[config.mk]
export PLATFORM = sky130hd
export DESIGN_NAME = irqbank
export DESIGN_NICKNAME = d
export VERILOG_FILES = /design/src/rtl/irqbank_pkg.sv /design/src/rtl/irqbank_ctrl.sv /design/src/rtl/irqbank_dp.sv /design/src/rtl/irqbank.sv
export SDC_FILE = /design/constraint.sdc
export NUM_CORES = 1
export LEC_CHECK = 0
export BUFFER_PORTS_ARGS = -buffer_cell sky130_fd_sc_hd__buf_2
export CORE_MARGIN = 3
export CORE_UTILIZATION = 45
export CTS_CLUSTER_SIZE = 14
export DETAILED_ROUTE_END_ITERATION = 8
export HOLD_SLACK_MARGIN = 0.15
export SETUP_SLACK_MARGIN = 0.5
export SLEW_MARGIN = 20
export SYNTH_ARGS = -nofsm -noshare
export SYNTH_HDL_FRONTEND = slang
export SYNTH_SLANG_ARGS = --single-unit
export TNS_END_PERCENT = 50
[constraint.sdc]
create_clock -name clk -period 3 [get_ports clk]
set_input_delay 0.45 -clock clk [delete_from_list [all_inputs] [get_ports clk]]
set_output_delay 0.45 -clock clk [all_outputs]
set_load 0.02 [all_outputs]
[src/rtl/irqbank_pkg.sv]
package irqbank_pkg;

  localparam int NLINES = 2;

  typedef enum logic [2:0] {
    RD_NONE,
    RD_STAT0,
    RD_MASK0,
    RD_STAT1,
    RD_MASK1,
    RD_EDGE,
    RD_CTRL
  } rdSel_e;

  // Strobes from register decode to the datapath
  typedef struct packed {
    logic [NLINES-1:0] statWr;
    logic [NLINES-1:0] statRd;
    logic [NLINES-1:0] maskWr;
    logic [NLINES-1:0] testWr;
    logic              edgeWr;
    rdSel_e            rdSel;
    logic [2:0]        byteIdx;
    logic [7:0]        data;
    logic              clrOnRead;
    logic              pendDis;
  } strobes_t;

endpackage

[src/rtl/irqbank_ctrl.sv]
module irqbank_ctrl
  import irqbank_pkg::*;
#(
  parameter int NSRC = 24
) (
  input  logic       clk,
  input  logic       rstN,
  input  logic [5:0] regAddr,
  input  logic       regWr,
  input  logic       regRd,
  input  logic [7:0] regWdata,
  output strobes_t   stb
);

  localparam int NBYTES = (NSRC + 7) / 8;
  localparam int EBYTES = (2 * NSRC + 7) / 8;
  localparam logic [5:0] CTRL_ADDR = 6'h20;

  logic cfgCor;
  logic cfgPend;
  logic lowOk;
  logic edgeOk;

  always_ff @(posedge clk or negedge rstN) begin
    if (!rstN) begin
      cfgCor  <= 1'b0;
      cfgPend <= 1'b0;
    end else if (regWr && regAddr == CTRL_ADDR) begin
      cfgCor  <= regWdata[0];
      cfgPend <= regWdata[1];
    end
  end

  always_comb begin
    lowOk  = int'(regAddr[1:0]) < NBYTES;
    edgeOk = int'(regAddr[2:0]) < EBYTES;
    stb           = '0;
    stb.data      = regWdata;
    stb.clrOnRead = cfgCor;
    stb.pendDis   = cfgPend;
    stb.rdSel     = RD_NONE;
    stb.byteIdx   = {1'b0, regAddr[1:0]};
    case (regAddr[5:2])
      4'd0: if (lowOk) begin
        stb.rdSel     = RD_STAT0;
        stb.statWr[0] = regWr;
        stb.statRd[0] = regRd;
      end
      4'd1: if (lowOk) begin
        stb.rdSel     = RD_MASK0;
        stb.maskWr[0] = regWr;
      end
      4'd2: if (lowOk) stb.testWr[0] = regWr;
      4'd3: if (lowOk) begin
        stb.rdSel     = RD_STAT1;
        stb.statWr[1] = regWr;
        stb.statRd[1] = regRd;
      end
      4'd4: if (lowOk) begin
        stb.rdSel     = RD_MASK1;
        stb.maskWr[1] = regWr;
      end
      4'd5: if (lowOk) stb.testWr[1] = regWr;
      4'd6, 4'd7: if (edgeOk) begin
        stb.byteIdx = regAddr[2:0];
        stb.rdSel   = RD_EDGE;
        stb.edgeWr  = regWr;
      end
      4'd8: if (regAddr[1:0] == 2'd0) stb.rdSel = RD_CTRL;
      default: stb.rdSel = RD_NONE;
    endcase
  end


  write_onehot_chk: assert property (@(posedge clk) disable iff (!rstN)
    $onehot0({stb.statWr, stb.maskWr, stb.testWr, stb.edgeWr}));


  ctrl_load_chk: assert property (@(posedge clk) disable iff (!rstN)
    (regWr && regAddr == CTRL_ADDR) |=> ({stb.pendDis, stb.clrOnRead} == $past(regWdata[1:0])));

endmodule

[src/rtl/irqbank_dp.sv]
module irqbank_dp
  import irqbank_pkg::*;
#(
  parameter int NSRC = 24
) (
  input  logic              clk,
  input  logic              rstN,
  input  logic [NSRC-1:0]   src,
  input  strobes_t          stb,
  output logic [7:0]        regRdata,
  output logic [NLINES-1:0] irqN
);

  localparam int NBYTES = (NSRC + 7) / 8;
  localparam int EBYTES = (2 * NSRC + 7) / 8;
  localparam int SW = NBYTES * 8;
  localparam int EW = EBYTES * 8;
  localparam logic [63:0] ONES64 = '1;
  localparam logic [SW-1:0] VALID  = ONES64[SW-1:0] >> (SW - NSRC);
  localparam logic [EW-1:0] EVALID = ONES64[EW-1:0] >> (EW - 2 * NSRC);

  logic [NSRC-1:0] sync1, sync2, prev, hit;
  logic [SW-1:0]   hitW, laneData, laneSel;
  logic [EW-1:0]   edgeCfg, eData, eSel;

  logic [NLINES-1:0][SW-1:0] stat, mask, pend;
  logic [NLINES-1:0][SW-1:0] setV, clrV, statNext, pendNext, maskNext;
  logic [NLINES-1:0]         irqNext;

  // Synchronizer and edge history
  always_ff @(posedge clk or negedge rstN) begin
    if (!rstN) begin
      sync1 <= '0;
      sync2 <= '0;
      prev  <= '0;
    end else begin
      sync1 <= src;
      sync2 <= sync1;
      prev  <= sync2;
    end
  end

  // Per-source edge qualification
  for (genvar i = 0; i < NSRC; i++) begin : g_src
    assign hit[i] = (sync2[i] & ~prev[i] & edgeCfg[2*i+1]) |
                    (~sync2[i] & prev[i] & edgeCfg[2*i]);
  end

  assign hitW     = SW'(hit);
  assign laneData = SW'(stb.data) << (8 * stb.byteIdx);
  assign laneSel  = SW'(8'hFF) << (8 * stb.byteIdx);
  assign eData    = EW'(stb.data) << (8 * stb.byteIdx);
  assign eSel     = EW'(8'hFF) << (8 * stb.byteIdx);

  always_comb begin
    for (int l = 0; l < NLINES; l++) begin
      setV[l] = (hitW | (stb.testWr[l] ? laneData : '0)) & VALID;
      if (stb.statWr[l] && !stb.clrOnRead)
        clrV[l] = laneData;
      else if (stb.statRd[l] && stb.clrOnRead)
        clrV[l] = stat[l] & laneSel;
      else
        clrV[l] = '0;
      // A held edge keeps the bit set through one clear
      statNext[l] = ((stat[l] & ~clrV[l]) | setV[l] | (clrV[l] & pend[l])) & VALID;
      pendNext[l] = stb.pendDis ? '0 :
                    (((pend[l] & ~clrV[l]) | (hitW & stat[l] & ~clrV[l])) & VALID);
      maskNext[l] = stb.maskWr[l] ? ((mask[l] & ~laneSel) | laneData) : mask[l];
      irqNext[l]  = ~|(stat[l] & ~mask[l]);
    end
  end

  always_ff @(posedge clk or negedge rstN) begin
    if (!rstN) begin
      stat    <= '0;
      pend    <= '0;
      mask    <= '1;
      irqN    <= '1;
      edgeCfg <= '0;
    end else begin
      stat <= statNext;
      pend <= pendNext;
      mask <= maskNext;
      irqN <= irqNext;
      if (stb.edgeWr) edgeCfg <= ((edgeCfg & ~eSel) | eData) & EVALID;
    end
  end

  // Read mux
  always_comb begin
    regRdata = 8'h00;
    case (stb.rdSel)
      RD_STAT0, RD_STAT1, RD_MASK0, RD_MASK1: begin
        for (int b = 0; b < NBYTES; b++) begin
          if (32'(stb.byteIdx) == b) begin
            case (stb.rdSel)
              RD_STAT0: regRdata = stat[0][b*8 +: 8];
              RD_STAT1: regRdata = stat[1][b*8 +: 8];
              RD_MASK0: regRdata = mask[0][b*8 +: 8];
              default:  regRdata = mask[1][b*8 +: 8];
            endcase
          end
        end
      end
      RD_EDGE: begin
        for (int b = 0; b < EBYTES; b++)
          if (32'(stb.byteIdx) == b) regRdata = edgeCfg[b*8 +: 8];
      end
      RD_CTRL: regRdata = {6'b0, stb.pendDis, stb.clrOnRead};
      default: regRdata = 8'h00;
    endcase
  end

  for (genvar gl = 0; gl < NLINES; gl++) begin : g_chk

    edge_sets_chk: assert property (@(posedge clk) disable iff (!rstN)
      (|hit) |=> ((stat[gl] & SW'($past(hit))) == SW'($past(hit))));


    rise_cause_chk: assert property (@(posedge clk) disable iff (!rstN)
      (stat[gl] & ~$past(stat[gl]) & ~$past(setV[gl])) == '0);


    read_keeps_chk: assert property (@(posedge clk) disable iff (!rstN)
      (stb.statRd[gl] && !stb.clrOnRead && !stb.statWr[gl]) |=>
        (($past(stat[gl]) & ~stat[gl]) == '0));


    pend_hold_chk: assert property (@(posedge clk) disable iff (!rstN)
      (pend[gl] & ~stat[gl]) == '0);


    irq_cause_chk: assert property (@(posedge clk) disable iff (!rstN)
      !irqN[gl] |-> $past(|stat[gl]));
  end

endmodule

[src/rtl/irqbank.sv]
module irqbank
  import irqbank_pkg::*;
#(
  parameter int NSRC = 24
) (
  input  logic            clk,
  input  logic            rstN,
  input  logic [NSRC-1:0] src,
  input  logic [5:0]      regAddr,
  input  logic            regWr,
  input  logic            regRd,
  input  logic [7:0]      regWdata,
  output logic [7:0]      regRdata,
  output logic [1:0]      irqN
);

  strobes_t stb;

  irqbank_ctrl #(.NSRC(NSRC)) u_ctrl (
    .clk      (clk),
    .rstN     (rstN),
    .regAddr  (regAddr),
    .regWr    (regWr),
    .regRd    (regRd),
    .regWdata (regWdata),
    .stb      (stb)
  );

  irqbank_dp #(.NSRC(NSRC)) u_dp (
    .clk      (clk),
    .rstN     (rstN),
    .src      (src),
    .stb      (stb),
    .regRdata (regRdata),
    .irqN     (irqN)
  );

endmodule

==> results of run 1 <==
-- report_power, final --
part	total [W]	internal, W	switching [W]
logic	0.00133	0.000599	0.000728
registers	0.00456	0.00415	0.000417
clock network	0.00362	0.00214	0.00149
-- area by class of cell --
type,instances,area (um2),share of cell area [%]
clock buffers,46,860,5.63
clock inverters,7,106,0.696
inverters,50,188,1.23
multi-input cells,848,5750,37.6
flip-flops and latches,268,6780,44.3
well taps,378,473,3.10
repair buffers,136,1130,7.38
-- cell usage in the layout (no fill, tap or decap), types with 17 or more instances in the layout --
cell type / instances
dfrtp_1: 212
a21oi_1: 136
nand2_1: 135
mux2_2: 84
nor2_1: 61
buf_4: 53
inv_1: 50
dfstp_2: 50
o21ai_0: 43
buf_2: 41
nand3_1: 38
o211ai_1: 37
o22ai_1: 30
clkbuf_16: 29
o221ai_1: 28
mux2i_1: 27
dlygate4sd3_1: 25
a22oi_1: 23
and3_1: 21
nand3b_1: 19
o21a_1: 19
nor3_1: 17
-- per-stage QoR --
step	total power (W)	instance area, um2
after floorplan	0.00527	13000
after global placement	0.00580	13800
after detailed placement	0.00584	13800
after CTS	0.00953	15200
after global routing	0.00989	15300
final	0.00951	15300
-- routing by layer --
layer	vias up	GRT usage [%]	wire, um
met5	-	0	30
met4	4	11.2	1920
met3	118	6.67	3740
met2	485	42.9	19600
met1	5400	40.6	19200
li1	4729	-	-
-- worst max-delay path, delay by kind of cell, from the launching register on --
kind | cells | cell delay, ps
compound gates | 3 | 760
mux | 1 | 490
flops | 1 | 440
buf+inv | 1 | 140
-- cells by family (layout without fill, tap and decap cells) --
logic type,count (synthesis),count (layout),share of synthesized area [%]
flops,268,268,52.0
buf+inv,120,239,3.98
simple gates,366,366,14.8
mux,128,128,11.8
compound gates,354,354,17.3
-- flip-flops by register name, summed over array words and instances (netlist names) --
| signal | count |
|---|---|
| u_ctrl.cfgCor | 1 |
| u_ctrl.cfgPend | 1 |
| u_dp.edgeCfg | 48 |
| u_dp.irqN | 2 |
| u_dp.mask | 48 |
| u_dp.pend | 48 |
| u_dp.prev | 24 |
| u_dp.stat | 48 |
| u_dp.sync1 | 24 |
| u_dp.sync2 | 24 |
-- path summary, 6_finish.rpt --
| check | to | slack, ps | cells past startpoint |
|---|---|---|---|
| worst min register to register | u_dp.sync2[4] | 350 | 0 |
| max in group asynchronous | u_dp.mask[23] | 1760 | 3 |
| worst max register to register | u_dp.pend[2] | 1020 | 6 |
| worst max-delay path | regRdata[5] | 150 | 5 |
| min in group asynchronous | u_dp.pend[41] | 450 | 2 |
| worst min-delay path | u_ctrl.cfgPend | 340 | 3 |
-- timing repair --
item	4_1_cts	5_1_grt
resized for setup	23	11
hold buffers	25	0
setup buffers	4	6
cloned	1	0
setup endpoints to repair	8	8
pin swaps	4	8
hold endpoints to repair	57	0
==> flow_summary.yaml, run 1 <==
sta:
  fmax_ghz: 0.351
  whs_ps: 336
  tightest_slew_ps: 938
  slew_headroom_pct: 36.8
  finClkSkew_ps: 17.4
  post-route-period-util_pct: 95.1
  setup_ws_ps: 147
  fin_setup_tns_ps: 0
  setup_violations: 0
  hold_violations: 0
  min_period_ps: 2850
  rsz0062_at_grt: "true"
  slew_viol_final: 0
placed_design:
  numPortBuffers: 51
  placed_cells: 1644
  dp_hpwl_um: 31600
  pre_cts_ws_ps: 43.5
  place.gp.congestion: 0.948
worst_setup_path:
  cp-end-kind: "output pin"
  cpMaxStageDelayCell: "mux4_2"
  worstSetupStartpointType: "flop"
  arrival_ps: 2400
  critPathKind: "reg2out"
  critPathMaxFanout: 2
  path_cells: "mux4_2 -> o211ai_1 -> o311ai_1 -> a21o_1 -> buf_6"
  r2r-start: "u_ctrl.cfgCor"
  startpoint: "u_dp.edgeCfg[5]"
  critPathRequiredTime_ps: 2550
  critical-path-max-stage-delay_ps: 490
logic_synthesis:
  synth.cell_area_mm2: 0.0130
  syn_area_per_cell_um2: 10.5
  synthTopCellsByCount: "dfrtp_1 (218), a21oi_1 (136), nand2_1 (136)"
  synth_nets: 1278
  yosys_warnings: 0
  ys.flop_type: "dfrtp_1"
  synth.distinct_cells: 63
  syn_inst: 1236
  yosysTopAreaCellShare_pct: 41.9
  yosysMostFrequentCell: "dfrtp_1"
  yosys.area.top_type: "dfrtp_1"
  ys_seq_area_share_pct: 52.0
  yosys-top-cells-area: "dfrtp_1 (42%), dfstp_2 (10%), mux2_2 (7.3%)"
  synth-seq-cells: 268
  synth-async-reset-ratio_pct: 100
  synth-edff-count: 0
cells_and_area:
  drive_gt1_share_pct: 25.9
  final_nets: 1375
  final_cells: 1733
  num-fill-cells: 2412
  synthToLayoutAreaGrowth_pct: 17.5
  postLayoutCoreUtil_pct: 54.3
  antenna_cells: 0
global_route:
  antenna_found_initial: 2
  track_usage_pct: 28.7
  first_global_vias: 10400
  grt_overflow: 0
  grt_pass1_wl_um: 66500
  grt_start_max_net_pins: 68
drt:
  viasPerCell: 6.20
  vias: 10700
  drc: 0
  drt_iter0_markers: 1230
  dr.pass1.iters: 5
  wirelength_um: 44500
  postRouteAntennaNets: 0
  post_drt_wl_per_cell_um: 25.7
power_and_ir_drop:
  p_leak_nw: 6.52
  peakVddDrop_mv: 0.501
  p_per_area_mw_per_mm2: 623
die:
  dieArea_mm2: 0.0310
  floorplan.initialDensity_pct: 46.2
  pin_count: 52
  core_mm2: 0.0282
  rows: 61
  die_w_um: 176
  chipHeight_um: 176
clocking:
  clk_root_buffer_cell: "clkbuf_16"
  clk_latency_ps: 570
  cts_tree: "built"
  numClockSinks: 268
  clkTransAtPathRegs_ps: 60
  cts.path.max_buffers: 3
  cts_buffers: 29
  htree_levels: 1
flow_run:
  cap_violations: 0
status:
  status: "finished clean"
min_path:
  hold_start: "regWr"
  hold_class: "in2reg"
No activity file was read; power rests on OpenSTA's default activity.
==> run 2, diff against run 1 <==
--- a/config.mk
+++ b/config.mk
@@ -11,6 +11,7 @@
 export CTS_CLUSTER_SIZE = 14
 export DETAILED_ROUTE_END_ITERATION = 8
 export HOLD_SLACK_MARGIN = 0.15
+export PLACE_DENSITY = 0.72
 export SETUP_SLACK_MARGIN = 0.5
 export SLEW_MARGIN = 20
 export SYNTH_ARGS = -nofsm -noshare
==> run 2 against run 1 <==
Compared with the run above: non-clock buffer count up 9; critical path depth unchanged; setup slack better by 81 ps; sequential power about the same; utilization up 0.20 points; cell count up 0.52%; maximum frequency up 2.9%; critical path type unchanged.
==> flow_summary.yaml, run 2 (same netlist as run 1, synthesis figures left out) <==
cells_and_area:
  layout_commonest_cell: "dfrtp_1"
  drive_gt1_share_pct: 26.2
  antenna_cells: 0
  mostFrequentLayoutCells: "dfrtp_1 (214), a21oi_1 (136), nand2_1 (135)"
  final_nets: 1384
  synthToLayoutAreaGrowth_pct: 17.9
  stdcell_area_mm2: 0.0153
die:
  die_w_um: 176
  core_mm2: 0.0282
  rows: 61
  floorplan.initialDensity_pct: 46.2
  pin_count: 52
  dieArea_mm2: 0.0310
  chipHeight_um: 176
power_and_ir_drop:
  p_per_area_mw_per_mm2: 631
  p_leak_nw: 6.56
  peakVddDrop_mv: 0.520
clocking:
  cts_buffers: 29
  numClockSinks: 268
  clk_latency_ps: 570
  cts_tree: "built"
  cts.path.max_buffers: 3
  htree_levels: 1
  clk_root_buffer_cell: "clkbuf_16"
  clkTransAtPathRegs_ps: 60
worst_setup_path:
  endpoint: "regRdata[5]"
  cpLargestDelayFamily: "compound AO/OA/AOI/OAI gates"
  cp-end-kind: "output pin"
  r2r_end: "u_dp.pend[8]"
  ff2ff_setup_slack_ps: 930
  path_cells: "mux4_2 -> o211ai_1 -> o311ai_1 -> a21o_1 -> buf_6"
  arrival_ps: 2320
  reg2reg_depth: 5
  crit_buf_inv: 1
  critPathKind: "reg2out"
  worstSetupStartpointType: "flop"
  r2r-start: "u_ctrl.cfgCor"
  crit_cells: 5
  critPathMaxFanout: 2
  critical-path-max-stage-delay_ps: 510
  critPathRequiredTime_ps: 2550
  cpMaxStageDelayCell: "mux4_2"
  startpoint: "u_dp.edgeCfg[5]"
sta:
  slew_viol_final: 0
  tightest_slew_ps: 700
  slew_headroom_pct: 52.8
  min_period_ps: 2770
  fin_setup_tns_ps: 0
  post-route-period-util_pct: 92.4
  finClkSkew_ps: 12.1
  rsz0062_at_grt: "true"
  hold_violations: 0
  setup_violations: 0
  fmax_ghz: 0.361
global_route:
  grt_overflow: 0
  antenna_found_initial: 1
  track_usage_pct: 27.0
  first_global_vias: 10900
  grt_start_max_net_pins: 71
  grt_pass1_wl_um: 64300
min_path:
  hold_class: "in2reg"
  min_path_cells: 3
placed_design:
  dp_hpwl_um: 29700
  numPortBuffers: 51
  place.gp.congestion: 0.998
  placed_area_mm2: 0.0139
drt:
  drt_iter0_markers: 1229
  dr.pass1.iters: 5
  wirelength_um: 41900
  post_drt_wl_per_cell_um: 24.1
  postRouteAntennaNets: 0
  drc: 0
  vias: 10900
  viasPerCell: 6.25
status:
  status: "finished clean"
flow_run:
  cap_violations: 0
==> run 2: changes by cell type in the layout (fill, tap and decap cells not counted), sizes merged <==
cell	delta
clkbuf	-13
buf	+11
bufinv	+4
clkinv	+4
clkinvlp	+3
bufbuf	-1
inv	+1
==> run 2: routing by layer <==
| layer | GRT usage (%) | wire, um |
|---|---|---|
| met1 | 37.8 | 17200 |
| met2 | 41.9 | 18900 |
| met3 | 5.08 | 4050 |
| met4 | 10.3 | 1800 |
| met5 | 0 | 7 |
==> run 2: where the power goes <==
part | switching [W] | total [W] | internal [W]
clock network | 0.00151 | 0.00381 | 0.00230
logic | 0.000730 | 0.00133 | 0.000601
registers | 0.000397 | 0.00454 | 0.00415
==> run 2: through the flow <==
| step | util [%] | total power [W] | cells | worst slack (ps) | hold slack [ps] |
|---|---|---|---|---|---|
| after floorplan | - | 0.00527 | 1236 | 588 | 154 |
| after global placement | 49.3 | 0.00575 | 1650 | 215 | 332 |
| after detailed placement | 49.3 | 0.00581 | 1650 | 224 | 335 |
| after CTS | 54.4 | 0.00969 | 1740 | 222 | 301 |
| after global routing | 54.5 | 0.0101 | 1742 | 172 | 317 |
| final | 54.5 | 0.00968 | 1742 | 228 | 309 |
==> run 2: worst register-to-register path, cell delays in order (launching register included) <==
cell and delay, ps:
dfrtp_1 460, nand2_1 290, nor3_2 390, nand2_1 400, o21ai_0 310, nor3_1 70
==> run 2: area by class of cell <==
class	instances	area, um2
Timing Repair Buffer	145	1140
Inverter	50	188
Fill cell	2376	12800
Tap cell	378	473
Sequential cell	268	6770
Clock inverter	19	268
Multi-Input combinational cell	848	5750
Clock buffer	34	744
==> run 2: timing repair <==
item / 4_1_cts / 5_1_grt
endpoints found under the setup margin: 8 / 8
pin swaps: 9 / 2
resized for setup: 26 / 3
setup buffers: 12 / 2
hold buffers: 25 / 0
hold endpoints to repair: 60 / 0
==> run 2: worst min path at each step <==
stage,start,endpoint,slack (ps)
global route,regWdata[2],u_dp.stat[10],320
CTS,regWdata[2],u_dp.stat[34],300
floorplan,rstN,u_ctrl.cfgCor,150
finish,regWdata[2],u_dp.stat[10],310
detailed placement,u_dp.sync1[10],u_dp.sync2[10],330
global placement,u_dp.sync1[20],u_dp.sync2[20],330
